[config.mk]
export PLATFORM = sky130hd
export DESIGN_NAME = irqc_acc_decoder
export DESIGN_NICKNAME = d
export VERILOG_FILES = /design/src/rtl/irqc_acc_pkg.sv /design/src/rtl/irqc_mem_decode.sv /design/src/rtl/irqc_msr_decode.sv /design/src/rtl/irqc_acc_fsm.sv /design/src/rtl/irqc_acc_decoder.sv
export SDC_FILE = /design/constraint.sdc
export NUM_CORES = 1
export LEC_CHECK = 0
export BUFFER_PORTS_ARGS = -buffer_cell sky130_fd_sc_hd__buf_2
export CORE_UTILIZATION = 57
export CTS_CLUSTER_SIZE = 14
export DETAILED_ROUTE_END_ITERATION = 16
export PLACE_DENSITY = 0.88
export SETUP_SLACK_MARGIN = 0.02
export SLEW_MARGIN = 30
export SYNTH_ARGS = -nofsm -noshare
export SYNTH_HDL_FRONTEND = slang
export SYNTH_SLANG_ARGS = --single-unit
[constraint.sdc]
create_clock -name clk -period 5.9 [get_ports clk]
set_input_delay 0.59 -clock clk [delete_from_list [all_inputs] [get_ports clk]]
set_output_delay 0.59 -clock clk [all_outputs]
set_load 0.01 [all_outputs]
[src/rtl/irqc_acc_pkg.sv]
package irqc_acc_pkg;

    typedef enum logic [2:0] {
        S_IDLE      = 3'd0,
        S_MEM_RD    = 3'd1,
        S_MSR_WR_LO = 3'd2,
        S_MSR_RD_LO = 3'd3,
        S_MSR_RD_HI = 3'd4
    } acc_state_t;

    // Highest offset any read may target.
    localparam logic [31:0] TOP_READ_OFF = 32'h3F0;

    function automatic logic slot_ok(input logic [63:0] mask, input logic [31:0] off);
        return (off <= TOP_READ_OFF) && mask[off[9:4]];
    endfunction

    // Align a register word to the requested byte lane and blank unrequested bytes.
    function automatic logic [31:0] shape_read(input logic [31:0] word,
                                               input logic [1:0]  lane,
                                               input logic [3:0]  len);
        logic [31:0] s;
        s = word >> {lane, 3'b000};
        for (int i = 0; i < 4; i++) begin
            if (4'(i) >= len) s[8*i +: 8] = 8'h00;
        end
        return s;
    endfunction

endpackage

[src/rtl/irqc_mem_decode.sv]
module irqc_mem_decode #(
    parameter int          ADDR_W    = 32,
    parameter int          WIN_BITS  = 12,
    parameter int          OFF_W     = 14,
    parameter logic [63:0] SLOT_MASK = 64'h43FF01FFFFFFE70C
) (
    input  logic              hw_en,
    input  logic [ADDR_W-1:0] win_base,
    input  logic [ADDR_W-1:0] addr,
    input  logic [3:0]        len,
    output logic              claim,
    output logic              wr_ok,
    output logic              rd_ok,
    output logic [OFF_W-1:0]  reg_off,
    output logic [1:0]        lane
);
    import irqc_acc_pkg::*;

    localparam logic [ADDR_W-1:0] WIN_SIZE = ADDR_W'(1) << WIN_BITS;

    logic [ADDR_W-1:0]   diff;
    logic [WIN_BITS-1:0] off;
    logic [4:0]          span_end;

    always_comb begin
        diff     = addr - win_base;
        off      = diff[WIN_BITS-1:0];
        claim    = hw_en && (addr >= win_base) && (diff < WIN_SIZE);
        span_end = {1'b0, off[3:0]} + {1'b0, len};
        rd_ok    = (span_end <= 5'd4) && slot_ok(SLOT_MASK, 32'(off));
        wr_ok    = (len == 4'd4) && (off[3:0] == 4'd0);
        reg_off  = OFF_W'({off[WIN_BITS-1:4], 4'b0000});
        lane     = off[1:0];
    end

endmodule

[src/rtl/irqc_msr_decode.sv]
module irqc_msr_decode #(
    parameter int                NUM_W     = 32,
    parameter int                SPAN_BITS = 10,
    parameter logic [NUM_W-1:0]  MSR_BASE  = 'h800,
    parameter logic [NUM_W-1:0]  CMD_NUM   = 'h830,
    parameter logic [63:0]       SLOT_MASK = 64'h43FF01FFFFFFE70C,
    localparam int               OFF_W     = SPAN_BITS + 4
) (
    input  logic [NUM_W-1:0] num,
    output logic             claim,
    output logic             is_cmd,
    output logic             rd_ok,
    output logic [OFF_W-1:0] reg_off
);
    import irqc_acc_pkg::*;

    localparam logic [NUM_W-1:0] SPAN = NUM_W'(1) << SPAN_BITS;

    logic [NUM_W-1:0] rel;

    always_comb begin
        rel     = num - MSR_BASE;
        claim   = (num >= MSR_BASE) && (rel < SPAN);
        is_cmd  = (num == CMD_NUM);
        reg_off = {rel[SPAN_BITS-1:0], 4'b0000};
        rd_ok   = slot_ok(SLOT_MASK, 32'(reg_off));
    end

endmodule

[src/rtl/irqc_acc_fsm.sv]
module irqc_acc_fsm #(
    parameter int                OFF_W      = 14,
    parameter logic [OFF_W-1:0]  CMD_LO_OFF = 'h300,
    parameter logic [OFF_W-1:0]  CMD_HI_OFF = 'h310,
    parameter logic [63:0]       SLOT_MASK  = 64'h43FF01FFFFFFE70C
) (
    input  logic             clk,
    input  logic             rst_n,
    input  logic             ext_mode,
    input  logic             mem_req,
    input  logic             mem_we,
    input  logic [3:0]       mem_len,
    input  logic [31:0]      mem_wdata,
    input  logic             m_claim,
    input  logic             m_wr_ok,
    input  logic             m_rd_ok,
    input  logic [OFF_W-1:0] m_off,
    input  logic [1:0]       m_lane,
    input  logic             msr_req,
    input  logic             msr_we,
    input  logic [63:0]      msr_wdata,
    input  logic             s_claim,
    input  logic             s_is_cmd,
    input  logic             s_rd_ok,
    input  logic [OFF_W-1:0] s_off,
    input  logic [31:0]      reg_rdata,
    output logic             mem_done,
    output logic             mem_miss,
    output logic             mem_fault,
    output logic [31:0]      mem_rdata,
    output logic             msr_done,
    output logic             msr_miss,
    output logic             msr_fault,
    output logic [63:0]      msr_rdata,
    output logic             reg_rd,
    output logic             reg_wr,
    output logic [OFF_W-1:0] reg_off,
    output logic [31:0]      reg_wdata
);
    import irqc_acc_pkg::*;

    acc_state_t  state, state_nx;
    logic [1:0]  lane_q;
    logic [3:0]  len_q;
    logic [31:0] lo_q;
    logic        cmd_q;

    // State register
    always_ff @(posedge clk or negedge rst_n) begin
        if (!rst_n) state <= S_IDLE;
        else        state <= state_nx;
    end

    // Next state
    always_comb begin
        state_nx = state;
        unique case (state)
            S_IDLE: begin
                if (mem_req) begin
                    if (m_claim && !mem_we && m_rd_ok) state_nx = S_MEM_RD;
                end else if (msr_req && s_claim && ext_mode) begin
                    if (msr_we && s_is_cmd)   state_nx = S_MSR_WR_LO;
                    else if (!msr_we && s_rd_ok) state_nx = S_MSR_RD_LO;
                end
            end
            S_MEM_RD:    state_nx = S_IDLE;
            S_MSR_WR_LO: state_nx = S_IDLE;
            S_MSR_RD_LO: state_nx = cmd_q ? S_MSR_RD_HI : S_IDLE;
            S_MSR_RD_HI: state_nx = S_IDLE;
            default:     state_nx = S_IDLE;
        endcase
    end

    // Registered outputs and per-request holding registers
    always_ff @(posedge clk or negedge rst_n) begin
        if (!rst_n) begin
            mem_done  <= 1'b0;
            mem_miss  <= 1'b0;
            mem_fault <= 1'b0;
            mem_rdata <= '0;
            msr_done  <= 1'b0;
            msr_miss  <= 1'b0;
            msr_fault <= 1'b0;
            msr_rdata <= '0;
            reg_rd    <= 1'b0;
            reg_wr    <= 1'b0;
            reg_off   <= '0;
            reg_wdata <= '0;
            lane_q    <= '0;
            len_q     <= '0;
            lo_q      <= '0;
            cmd_q     <= 1'b0;
        end else begin
            mem_done  <= 1'b0;
            mem_miss  <= 1'b0;
            mem_fault <= 1'b0;
            msr_done  <= 1'b0;
            msr_miss  <= 1'b0;
            msr_fault <= 1'b0;
            reg_rd    <= 1'b0;
            reg_wr    <= 1'b0;
            unique case (state)
                S_IDLE: begin
                    if (mem_req) begin
                        lane_q <= m_lane;
                        len_q  <= mem_len;
                        if (!m_claim) begin
                            mem_done <= 1'b1;
                            mem_miss <= 1'b1;
                        end else if (mem_we) begin
                            mem_done <= 1'b1;
                            if (m_wr_ok) begin
                                reg_wr    <= 1'b1;
                                reg_off   <= m_off;
                                reg_wdata <= mem_wdata;
                            end
                        end else if (m_rd_ok) begin
                            reg_rd  <= 1'b1;
                            reg_off <= m_off;
                        end else begin
                            mem_done  <= 1'b1;
                            mem_fault <= 1'b1;
                        end
                    end else if (msr_req) begin
                        if (!s_claim) begin
                            msr_done <= 1'b1;
                            msr_miss <= 1'b1;
                        end else if (!ext_mode) begin
                            msr_done  <= 1'b1;
                            msr_fault <= 1'b1;
                        end else if (msr_we) begin
                            reg_wr <= 1'b1;
                            if (s_is_cmd) begin
                                reg_off   <= CMD_HI_OFF;
                                reg_wdata <= msr_wdata[63:32];
                                lo_q      <= msr_wdata[31:0];
                            end else begin
                                reg_off   <= s_off;
                                reg_wdata <= msr_wdata[31:0];
                                msr_done  <= 1'b1;
                            end
                        end else if (s_rd_ok) begin
                            reg_rd  <= 1'b1;
                            reg_off <= s_off;
                            cmd_q   <= s_is_cmd;
                        end else begin
                            msr_done  <= 1'b1;
                            msr_fault <= 1'b1;
                        end
                    end
                end
                S_MEM_RD: begin
                    mem_done  <= 1'b1;
                    mem_rdata <= shape_read(reg_rdata, lane_q, len_q);
                end
                S_MSR_WR_LO: begin
                    reg_wr    <= 1'b1;
                    reg_off   <= CMD_LO_OFF;
                    reg_wdata <= lo_q;
                    msr_done  <= 1'b1;
                end
                S_MSR_RD_LO: begin
                    if (cmd_q) begin
                        lo_q    <= reg_rdata;
                        reg_rd  <= 1'b1;
                        reg_off <= CMD_HI_OFF;
                    end else begin
                        msr_done  <= 1'b1;
                        msr_rdata <= {32'h0, reg_rdata};
                    end
                end
                S_MSR_RD_HI: begin
                    msr_done  <= 1'b1;
                    msr_rdata <= {reg_rdata, lo_q};
                end
                default: ;
            endcase
        end
    end

    // Input discipline taken for granted by the other properties
    p_req_idle_r10: assert property (@(posedge clk) disable iff (!rst_n)
        (mem_req || msr_req) |-> (state == S_IDLE && !(mem_req && msr_req)));

    p_strobe_excl_r10: assert property (@(posedge clk) disable iff (!rst_n)
        !(reg_rd && reg_wr));

    p_mem_flag_done_r10: assert property (@(posedge clk) disable iff (!rst_n)
        (mem_fault || mem_miss) |-> mem_done);

    p_msr_flag_done_r10: assert property (@(posedge clk) disable iff (!rst_n)
        (msr_fault || msr_miss) |-> msr_done);

    p_off_aligned_r2: assert property (@(posedge clk) disable iff (!rst_n)
        (reg_rd || reg_wr) |-> (reg_off[3:0] == 4'd0));

    p_rd_slot_r4: assert property (@(posedge clk) disable iff (!rst_n)
        reg_rd |-> slot_ok(SLOT_MASK, 32'(reg_off)));

    p_cmd_wr_hi_r8: assert property (@(posedge clk) disable iff (!rst_n)
        (state == S_MSR_WR_LO) |-> (reg_wr && reg_off == CMD_HI_OFF && !msr_done));

    p_cmd_wr_lo_r8: assert property (@(posedge clk) disable iff (!rst_n)
        (state == S_MSR_WR_LO) |=> (reg_wr && reg_off == CMD_LO_OFF && msr_done));

    p_cmd_rd_hi_r9: assert property (@(posedge clk) disable iff (!rst_n)
        (state == S_MSR_RD_HI) |-> (reg_rd && reg_off == CMD_HI_OFF));

endmodule

[src/rtl/irqc_acc_decoder.sv]
module irqc_acc_decoder #(
    parameter int                ADDR_W    = 32,
    parameter int                WIN_BITS  = 12,
    parameter int                NUM_W     = 32,
    parameter int                SPAN_BITS = 10,
    parameter logic [NUM_W-1:0]  MSR_BASE  = 'h800,
    parameter logic [NUM_W-1:0]  CMD_NUM   = 'h830,
    parameter logic [63:0]       SLOT_MASK = 64'h43FF01FFFFFFE70C,
    localparam int               OFF_W     = SPAN_BITS + 4
) (
    input  logic              clk,
    input  logic              rst_n,
    input  logic              hw_en,
    input  logic              ext_mode,
    input  logic [ADDR_W-1:0] win_base,
    input  logic              mem_req,
    input  logic              mem_we,
    input  logic [ADDR_W-1:0] mem_addr,
    input  logic [3:0]        mem_len,
    input  logic [31:0]       mem_wdata,
    output logic              mem_done,
    output logic              mem_miss,
    output logic              mem_fault,
    output logic [31:0]       mem_rdata,
    input  logic              msr_req,
    input  logic              msr_we,
    input  logic [NUM_W-1:0]  msr_num,
    input  logic [63:0]       msr_wdata,
    output logic              msr_done,
    output logic              msr_miss,
    output logic              msr_fault,
    output logic [63:0]       msr_rdata,
    output logic              reg_rd,
    output logic              reg_wr,
    output logic [OFF_W-1:0]  reg_off,
    output logic [31:0]       reg_wdata,
    input  logic [31:0]       reg_rdata
);

    localparam logic [OFF_W-1:0] CMD_LO_OFF = OFF_W'((CMD_NUM - MSR_BASE) << 4);
    localparam logic [OFF_W-1:0] CMD_HI_OFF = CMD_LO_OFF + OFF_W'(16);

    logic             m_claim, m_wr_ok, m_rd_ok;
    logic [OFF_W-1:0] m_off;
    logic [1:0]       m_lane;
    logic             s_claim, s_is_cmd, s_rd_ok;
    logic [OFF_W-1:0] s_off;
    logic [3:0]       a_nib;

    assign a_nib = mem_addr[3:0] - win_base[3:0];

    irqc_mem_decode #(
        .ADDR_W   (ADDR_W),
        .WIN_BITS (WIN_BITS),
        .OFF_W    (OFF_W),
        .SLOT_MASK(SLOT_MASK)
    ) u_mem_dec (
        .hw_en   (hw_en),
        .win_base(win_base),
        .addr    (mem_addr),
        .len     (mem_len),
        .claim   (m_claim),
        .wr_ok   (m_wr_ok),
        .rd_ok   (m_rd_ok),
        .reg_off (m_off),
        .lane    (m_lane)
    );

    irqc_msr_decode #(
        .NUM_W    (NUM_W),
        .SPAN_BITS(SPAN_BITS),
        .MSR_BASE (MSR_BASE),
        .CMD_NUM  (CMD_NUM),
        .SLOT_MASK(SLOT_MASK)
    ) u_msr_dec (
        .num    (msr_num),
        .claim  (s_claim),
        .is_cmd (s_is_cmd),
        .rd_ok  (s_rd_ok),
        .reg_off(s_off)
    );

    irqc_acc_fsm #(
        .OFF_W     (OFF_W),
        .CMD_LO_OFF(CMD_LO_OFF),
        .CMD_HI_OFF(CMD_HI_OFF),
        .SLOT_MASK (SLOT_MASK)
    ) u_fsm (
        .clk      (clk),
        .rst_n    (rst_n),
        .ext_mode (ext_mode),
        .mem_req  (mem_req),
        .mem_we   (mem_we),
        .mem_len  (mem_len),
        .mem_wdata(mem_wdata),
        .m_claim  (m_claim),
        .m_wr_ok  (m_wr_ok),
        .m_rd_ok  (m_rd_ok),
        .m_off    (m_off),
        .m_lane   (m_lane),
        .msr_req  (msr_req),
        .msr_we   (msr_we),
        .msr_wdata(msr_wdata),
        .s_claim  (s_claim),
        .s_is_cmd (s_is_cmd),
        .s_rd_ok  (s_rd_ok),
        .s_off    (s_off),
        .reg_rdata(reg_rdata),
        .mem_done (mem_done),
        .mem_miss (mem_miss),
        .mem_fault(mem_fault),
        .mem_rdata(mem_rdata),
        .msr_done (msr_done),
        .msr_miss (msr_miss),
        .msr_fault(msr_fault),
        .msr_rdata(msr_rdata),
        .reg_rd   (reg_rd),
        .reg_wr   (reg_wr),
        .reg_off  (reg_off),
        .reg_wdata(reg_wdata)
    );

    p_mem_miss_r1: assert property (@(posedge clk) disable iff (!rst_n)
        (mem_req && !m_claim) |=> (mem_done && mem_miss && !reg_rd && !reg_wr));

    p_wr_ignored_r2: assert property (@(posedge clk) disable iff (!rst_n)
        (mem_req && m_claim && mem_we && !(mem_len == 4'd4 && a_nib == 4'd0))
        |=> (mem_done && !mem_fault && !reg_wr && !reg_rd));

    p_rd_span_r3: assert property (@(posedge clk) disable iff (!rst_n)
        (mem_req && m_claim && !mem_we && (({1'b0, a_nib} + {1'b0, mem_len}) > 5'd4))
        |=> (mem_fault && !reg_rd));

    p_msr_noext_r7: assert property (@(posedge clk) disable iff (!rst_n)
        (msr_req && !mem_req && s_claim && !ext_mode)
        |=> (msr_done && msr_fault && !reg_rd && !reg_wr));

endmodule

### Word-level counts from Yosys, hierarchy flattened

Memory sizes are Yosys's and may differ from the RTL's.
Cells that the tools add are included.

| storage, ports and cells | value |
|---|---|
| register bits after elaboration | 192 |
| latch bits | 0 |
| RAM bits | 0 |
| ROM bits | 128 |
| input port bits | 236 |
| logic and storage cells | 191 |
| memories | 2 |

Memory list:

| memory | depth | width | rd ports | clocked after memory_dff | write ports | line | RTL |
|---|---|---|---|---|---|---|---|
| (no name shown) | 64 | 1 | 1 | 0 | 0 | irqc_acc_pkg.sv:15 | `return (off <= TOP_READ_OFF) && mask[off[9:4]];` |
| (no name shown) | 64 | 1 | 1 | 0 | 0 | irqc_acc_pkg.sv:15 |  |

| cells by class | value |
|---|---|
| add/subtract/negate cells | 3 |
| multipliers | 0 |
| div/mod/pow operators | 0 |
| order comparisons | 13 |
| equal/unequal tests | 27 |
| shift operators | 1 |
| multiplexer cells | 97 |
| bitwise operators | 2 |
| reductions and logical operators | 29 |

Operators with widths:

| kind | count |
|---|---|
| $mux W32 | 16 |
| $mux W14 | 12 |
| $pmux W32 S2 | 2 |
| $pmux W64 S2 | 1 |
| $mux W64 | 1 |
| $mux W1 | 49 |
| $pmux W14 S3 | 1 |
| $eq A32 B12 Y1 const B | 1 |
| $ge A32 B12 Y1 const B | 1 |
| $ge A32 B32 Y1 | 1 |
| $lt A32 B11 Y1 const B | 1 |
| $lt A32 B13 Y1 const B | 1 |
| $mux W8 | 4 |
| $shr A32 B5 Y32 | 1 |
| $sub A32 B12 Y32 const B | 1 |
| $sub A32 B32 Y32 | 1 |
| $mux W3 | 6 |
| $reduce_and A8 Y1 | 2 |
| $ne A3 B3 Y1 const B | 5 |
| $le A14 B10 Y1 const B | 1 |
| $lt A6 B7 Y1 const B | 2 |
| $logic_and A1 B1 Y1 | 13 |
| $le A12 B10 Y1 const B | 1 |
| $ne A3 B2 Y1 const B | 4 |
| other kinds (27) | 44 |

### Logic depth before layout (Yosys ltp)

| logic depth | value |
|---|---|
| word-level depth | 11 |
| mapped depth | 17 |

### Modules after synthesis

A second synthesis with hierarchy kept.

| unflattened totals | value |
|---|---|
| cell total of the unflattened synthesis | 1,339 |
| area total of the unflattened synthesis | 12,695.9 µm² |

Modules (own cells, without submodules):

| module | times used | cells each | area each (µm²) |
|---|---|---|---|
| irqc_acc_fsm | 1 | 877 | 9,653.0 |
| irqc_mem_decode | 1 | 390 | 2,497.4 |
| irqc_msr_decode | 1 | 72 | 545.5 |

### Worst setup path before layout

Ideal clock, no wire load.

| path | value |
|---|---|
| path type | input-to-reg |
| from | input mem_addr[0] |
| to | register u_fsm.reg_wdata[11] |
| setup time | 0.125 ns |
| data arrival time | 3.885 ns |
| data required time | 5.775 ns |
| slack | 1.889 ns |
| stages on the path | 15 |
| path through | inv_1 ha_1 inv_1 fa_1 a211oi_1 o21ai_1 nand3_1 nand3_1 a221oi_1 xnor2_1 or4_4 nor4_4 a31oi_4 buf_6 mux2_4 |

| on the way | value |
|---|---|
| cells in the longest elaborated chain, start to end | 5 |

RTL lines:

| item | line | RTL |
|---|---|---|
| from (decl) | irqc_acc_decoder.sv:18 | `input logic [ADDR_W-1:0] mem_addr,` |
| $sub A32 B32 Y32 / $ge A32 B32 Y1 (equally long branches) | irqc_mem_decode.sv:26, irqc_mem_decode.sv:28 |  |
| $lt A32 B13 Y1 (tied with other cells) | irqc_mem_decode.sv:28 | `claim = hw_en && (addr >= win_base) && (diff < WIN_SIZE);` |
| $logic_and A1 B1 Y1 (on tied branches) | irqc_mem_decode.sv:28, irqc_mem_decode.sv:31 |  |
| $ne A3 B2 Y1 (no line) / $ne A3 B3 Y1 (equally long branches) | -- |  |
| $reduce_and A8 Y1 (no line) (*) | -- |  |
| to (signal assigned) | irqc_acc_fsm.sv:115 | `reg_wdata <= mem_wdata;` |
| to (signal assigned) | irqc_acc_fsm.sv:135 | `reg_wdata <= msr_wdata[63:32];` |
| to (signal assigned) | irqc_acc_fsm.sv:139 | `reg_wdata <= msr_wdata[31:0];` |
| to (decl) | irqc_acc_fsm.sv:38 | `output logic [31:0] reg_wdata` |

Mark *: on every way between the ends. The rest lies on a longest branch, timed or not.
A chain may end at the register's enable or synchronous reset.

### Worst setup path in the final report

| path | value |
|---|---|
| from | input win_base[19] |
| to | register u_fsm.reg_wdata[16] |

| on the way | value |
|---|---|
| cells in the longest elaborated chain, start to end | 5 |

RTL lines:

| item | line | RTL |
|---|---|---|
| from (decl) | irqc_acc_decoder.sv:15 | `input logic [ADDR_W-1:0] win_base,` |
| $sub A32 B32 Y32 / $ge A32 B32 Y1 (equally long branches) | irqc_mem_decode.sv:26, irqc_mem_decode.sv:28 |  |
| $lt A32 B13 Y1 / $logic_and A1 B1 Y1 (equally long branches) | irqc_mem_decode.sv:28 |  |
| $logic_and A1 B1 Y1 (*) | irqc_mem_decode.sv:28 |  |
| $ne A3 B2 Y1 (no line) (*) | -- |  |
| $reduce_and A8 Y1 (no line) (*) | -- |  |

Marks and branches as above.

==> results.json <==
{
  "p_sw_mw": 1.02,
  "grt_max_degree": 128,
  "critPathTopFamily": "compound AO/OA/AOI/OAI gates",
  "p_seq_frac": 0.422,
  "cp_slowest_cell": "o21ai_0",
  "track_usage": 0.391,
  "tritoncts": "done",
  "postCtsHoldBufs": 0,
  "fin_util": 0.711,
  "combPwrFrac": 0.221,
  "clockBufferDepth": 2,
  "h-tree-depth": 4,
  "vdd_ir_drop_max_uv": 178,
  "crit_path_end_kind": "flip-flop",
  "worst_pin_slew_ns": 0.999,
  "synth-edff-count": 0,
  "layout_commonest_cell": "buf_2",
  "ys_seq_area_frac": 0.378,
  "critPathBufInv": 3,
  "core_sq_um": 21200,
  "final_cell_mix": "buf_2 (380), nand2_1 (187), dfrtp_1 (186)",
  "first_pass_iters": 5,
  "slew_viol_final": 0,
  "viasPerCell": 6.33,
  "fin_crit_sh": 0.809,
  "placed_cell_area_sq_um": 14400,
  "numCtsBuffers": 17,
  "netlist_area_sq_um": 12400,
  "dp.cells": 1989,
  "slew_headroom": 0.334,
  "fp.dieArea_sq_um": 22400,
  "final_cell_area_sq_um": 15100,
  "syn_to_final_growth_pct": 21.3,
  "fp.dieW_microns": 150,
  "drt_iter0_drc": 1232,
  "clockRootBuffer": "clkbuf_16",
  "async_flop_share": 1.00,
  "first_global_vias": 12500,
  "powerDensity_nw_per_um2": 214,
  "reg2reg_depth": 8,
  "initial_core_util": 0.586,
  "drcViolationCount": 0,
  "ctsResizeCount": 0,
  "syn_avg_cell_area_sq_um": 8.84,
  "fillers": 1681,
  "stdcell_count": 2024,
  "clock_skew_ns": 0.0177,
  "max_freq_mhz": 210,
  "ys_types": 85,
  "cp_max_fo": 18,
  "outcome": "completed",
  "clk_latency_ns": 0.44,
  "yosysTopAreaCell": "dfrtp_1",
  "slowest_delay_ns": 0.70,
  "worstSetupStartpoint": "win_base[19]",
  "crit_arrival_ns": 5.09,
  "hold_class": "input pin to asynchronous set/reset pin",
  "drive_gt1_frac": 0.280,
  "multi_input_area_sq_um": 7150,
  "start_kind": "input pin",
  "via_count": 12800,
  "detailed_place_hpwl_microns": 32900,
  "path_class": "input pin to flip-flop",
  "cap_violations": 0,
  "setup_violations": 0,
  "r2r_slack_ns": 2.83,
  "fin_setup_tns_ns": 0,
  "port-buffer-count": 381,
  "leakage_nw": 7.66,
  "p_int_mw": 2.21,
  "period_needed_ns": 4.77,
  "synthTopCellsByArea": "dfrtp_1 (38%), mux2i_1 (9.3%), o21ai_0 (6.1%), nand2_1 (5.7%), ha_1 (3.7%)",
  "ys_ff_latch": 188,
  "rr_startpoint": "u_fsm.state[0]",
  "clk_pin_slew_worst_paths_ns": 0.08,
  "avgRoutedWirePerCell_microns": 21.7,
  "layout.nets": 2010,
  "finalWorstSetupSlack_ns": 1.13,
  "crit_chain": "buf_2, inv_1, ha_1, nand2_1, o21ai_0, a211oi_1, o21ai_0, o2111ai_1, nor4_1, nand4b_1, nor4_4, a31oi_4, buf_4, mux2_4",
  "clock_sinks": 188,
  "syn_inst": 1408,
  "ys.warnings.count": 0,
  "rsz0062_at_grt": "no",
  "gp_congestion": 0.998,
  "grt_overflow": 0,
  "place_ws_ns": 0.755,
  "io_pins": 386,
  "critical_path_required_ns": 6.22,
  "synth_top_area_share": 0.378,
  "rows": 53,
  "path_common_cell": "o21ai_0",
  "die_y_microns": 150,
  "final-seq-area_sq_um": 4710,
  "power_frac_clock": 0.357,
  "antenna_found_initial": 1,
  "postCtsSetupBuffers": 0,
  "grt_pass1_wl_microns": 67500,
  "drtAntennaViolNets": 0,
  "rr_endpoint": "u_fsm.reg_wdata[10]",
  "p_sw_frac": 0.316,
  "synth_flop_cell": "dfrtp_1",
  "hold_violations": 0,
  "routed_wl_microns": 43900
}
-- area by class of cell --
class | count | area share
Antenna cell | 1 | 0.000166
Clock buffer | 19 | 0.0293
Clock inverter | 13 | 0.00970
Inverter | 67 | 0.0167
Multi-Input combinational cell | 1067 | 0.474
Sequential cell | 188 | 0.312
Tap cell | 275 | 0.0228
Timing Repair Buffer | 394 | 0.136
-- cell usage after synthesis (5+ instances only) --
master,count
o21ai_0,152
nor2b_1,20
mux2_2,7
ha_1,37
dfrtp_1,188
a22o_1,49
o221ai_1,11
a21o_1,8
a21oi_1,92
nand4b_1,6
a32o_1,8
o21a_1,8
o211ai_1,5
buf_4,5
o31ai_1,7
buf_2,7
a211o_1,10
or3_1,6
nand4_1,19
mux2_4,29
nor3_1,30
nor2_1,99
nor4_1,8
buf_1,11
o21bai_1,5
a211oi_1,8
clkbuf_1,63
nand2b_1,8
nand2_1,188
nand3_1,23
xnor2_1,12
mux2i_1,116
inv_1,67
-- metrics by stage --
stage          hold slack, ns  total power, mW
6_report               0.0748             3.23
5_1_grt                 0.100             3.36
4_1_cts                 0.354             3.22
3_5_place_dp            0.465             2.08
3_3_place_gp            0.456             2.07
2_1_floorplan           0.294             1.80
-- kinds of logic after synthesis --
kind of cell,Yosys count,synth area share
AO/OA/AOI/OAI,415,0.218
other,1,0.000301
flip-flops,188,0.378
AND/OR/NAND/NOR,442,0.167
adder cells (fa/ha/maj),39,0.0404
multiplexers,152,0.135
XOR/XNOR,15,0.0106
buffers and inverters,156,0.0511
-- flip-flops by register name, summed over array words and instances, names as in the netlist, 2 cells and up --
name	flops
u_fsm.reg_off	10
u_fsm.reg_wdata	32
u_fsm.len_q	4
u_fsm.state	3
u_fsm.msr_rdata	64
u_fsm.lane_q	2
u_fsm.lo_q	32
u_fsm.mem_rdata	32
-- per-layer routing --
layer,up-vias,part of all wire,track usage
met4,0,0.046,0.195
met5,-,0,0
met3,138,0.079,0.0744
li1,5753,-,-
met1,6187,0.38,0.487
met2,734,0.49,0.650
-- worst max path at each step --
stage | to | slack [ns] | cells after the start
floorplan | u_fsm.reg_wdata[11] | 1.89 | 15
CTS | u_fsm.reg_wdata[16] | 1.21 | 16
detailed placement | u_fsm.reg_wdata[11] | 0.75 | 16
finish | u_fsm.reg_wdata[16] | 1.13 | 14
global placement | u_fsm.reg_wdata[13] | 0.91 | 16
global route | u_fsm.reg_wdata[20] | 1.01 | 14
-- power by group through the flow --
stage / logic [mW] / registers (mW) / clock network [mW]
after CTS: 0.700 / 1.36 / 1.16
after detailed placement: 0.694 / 1.39 / 0
after global routing: 0.780 / 1.37 / 1.22
final: 0.716 / 1.36 / 1.15
after floorplan: 0.432 / 1.37 / 0
after global placement: 0.684 / 1.38 / 0
Power figures use the tool's default switching activity.
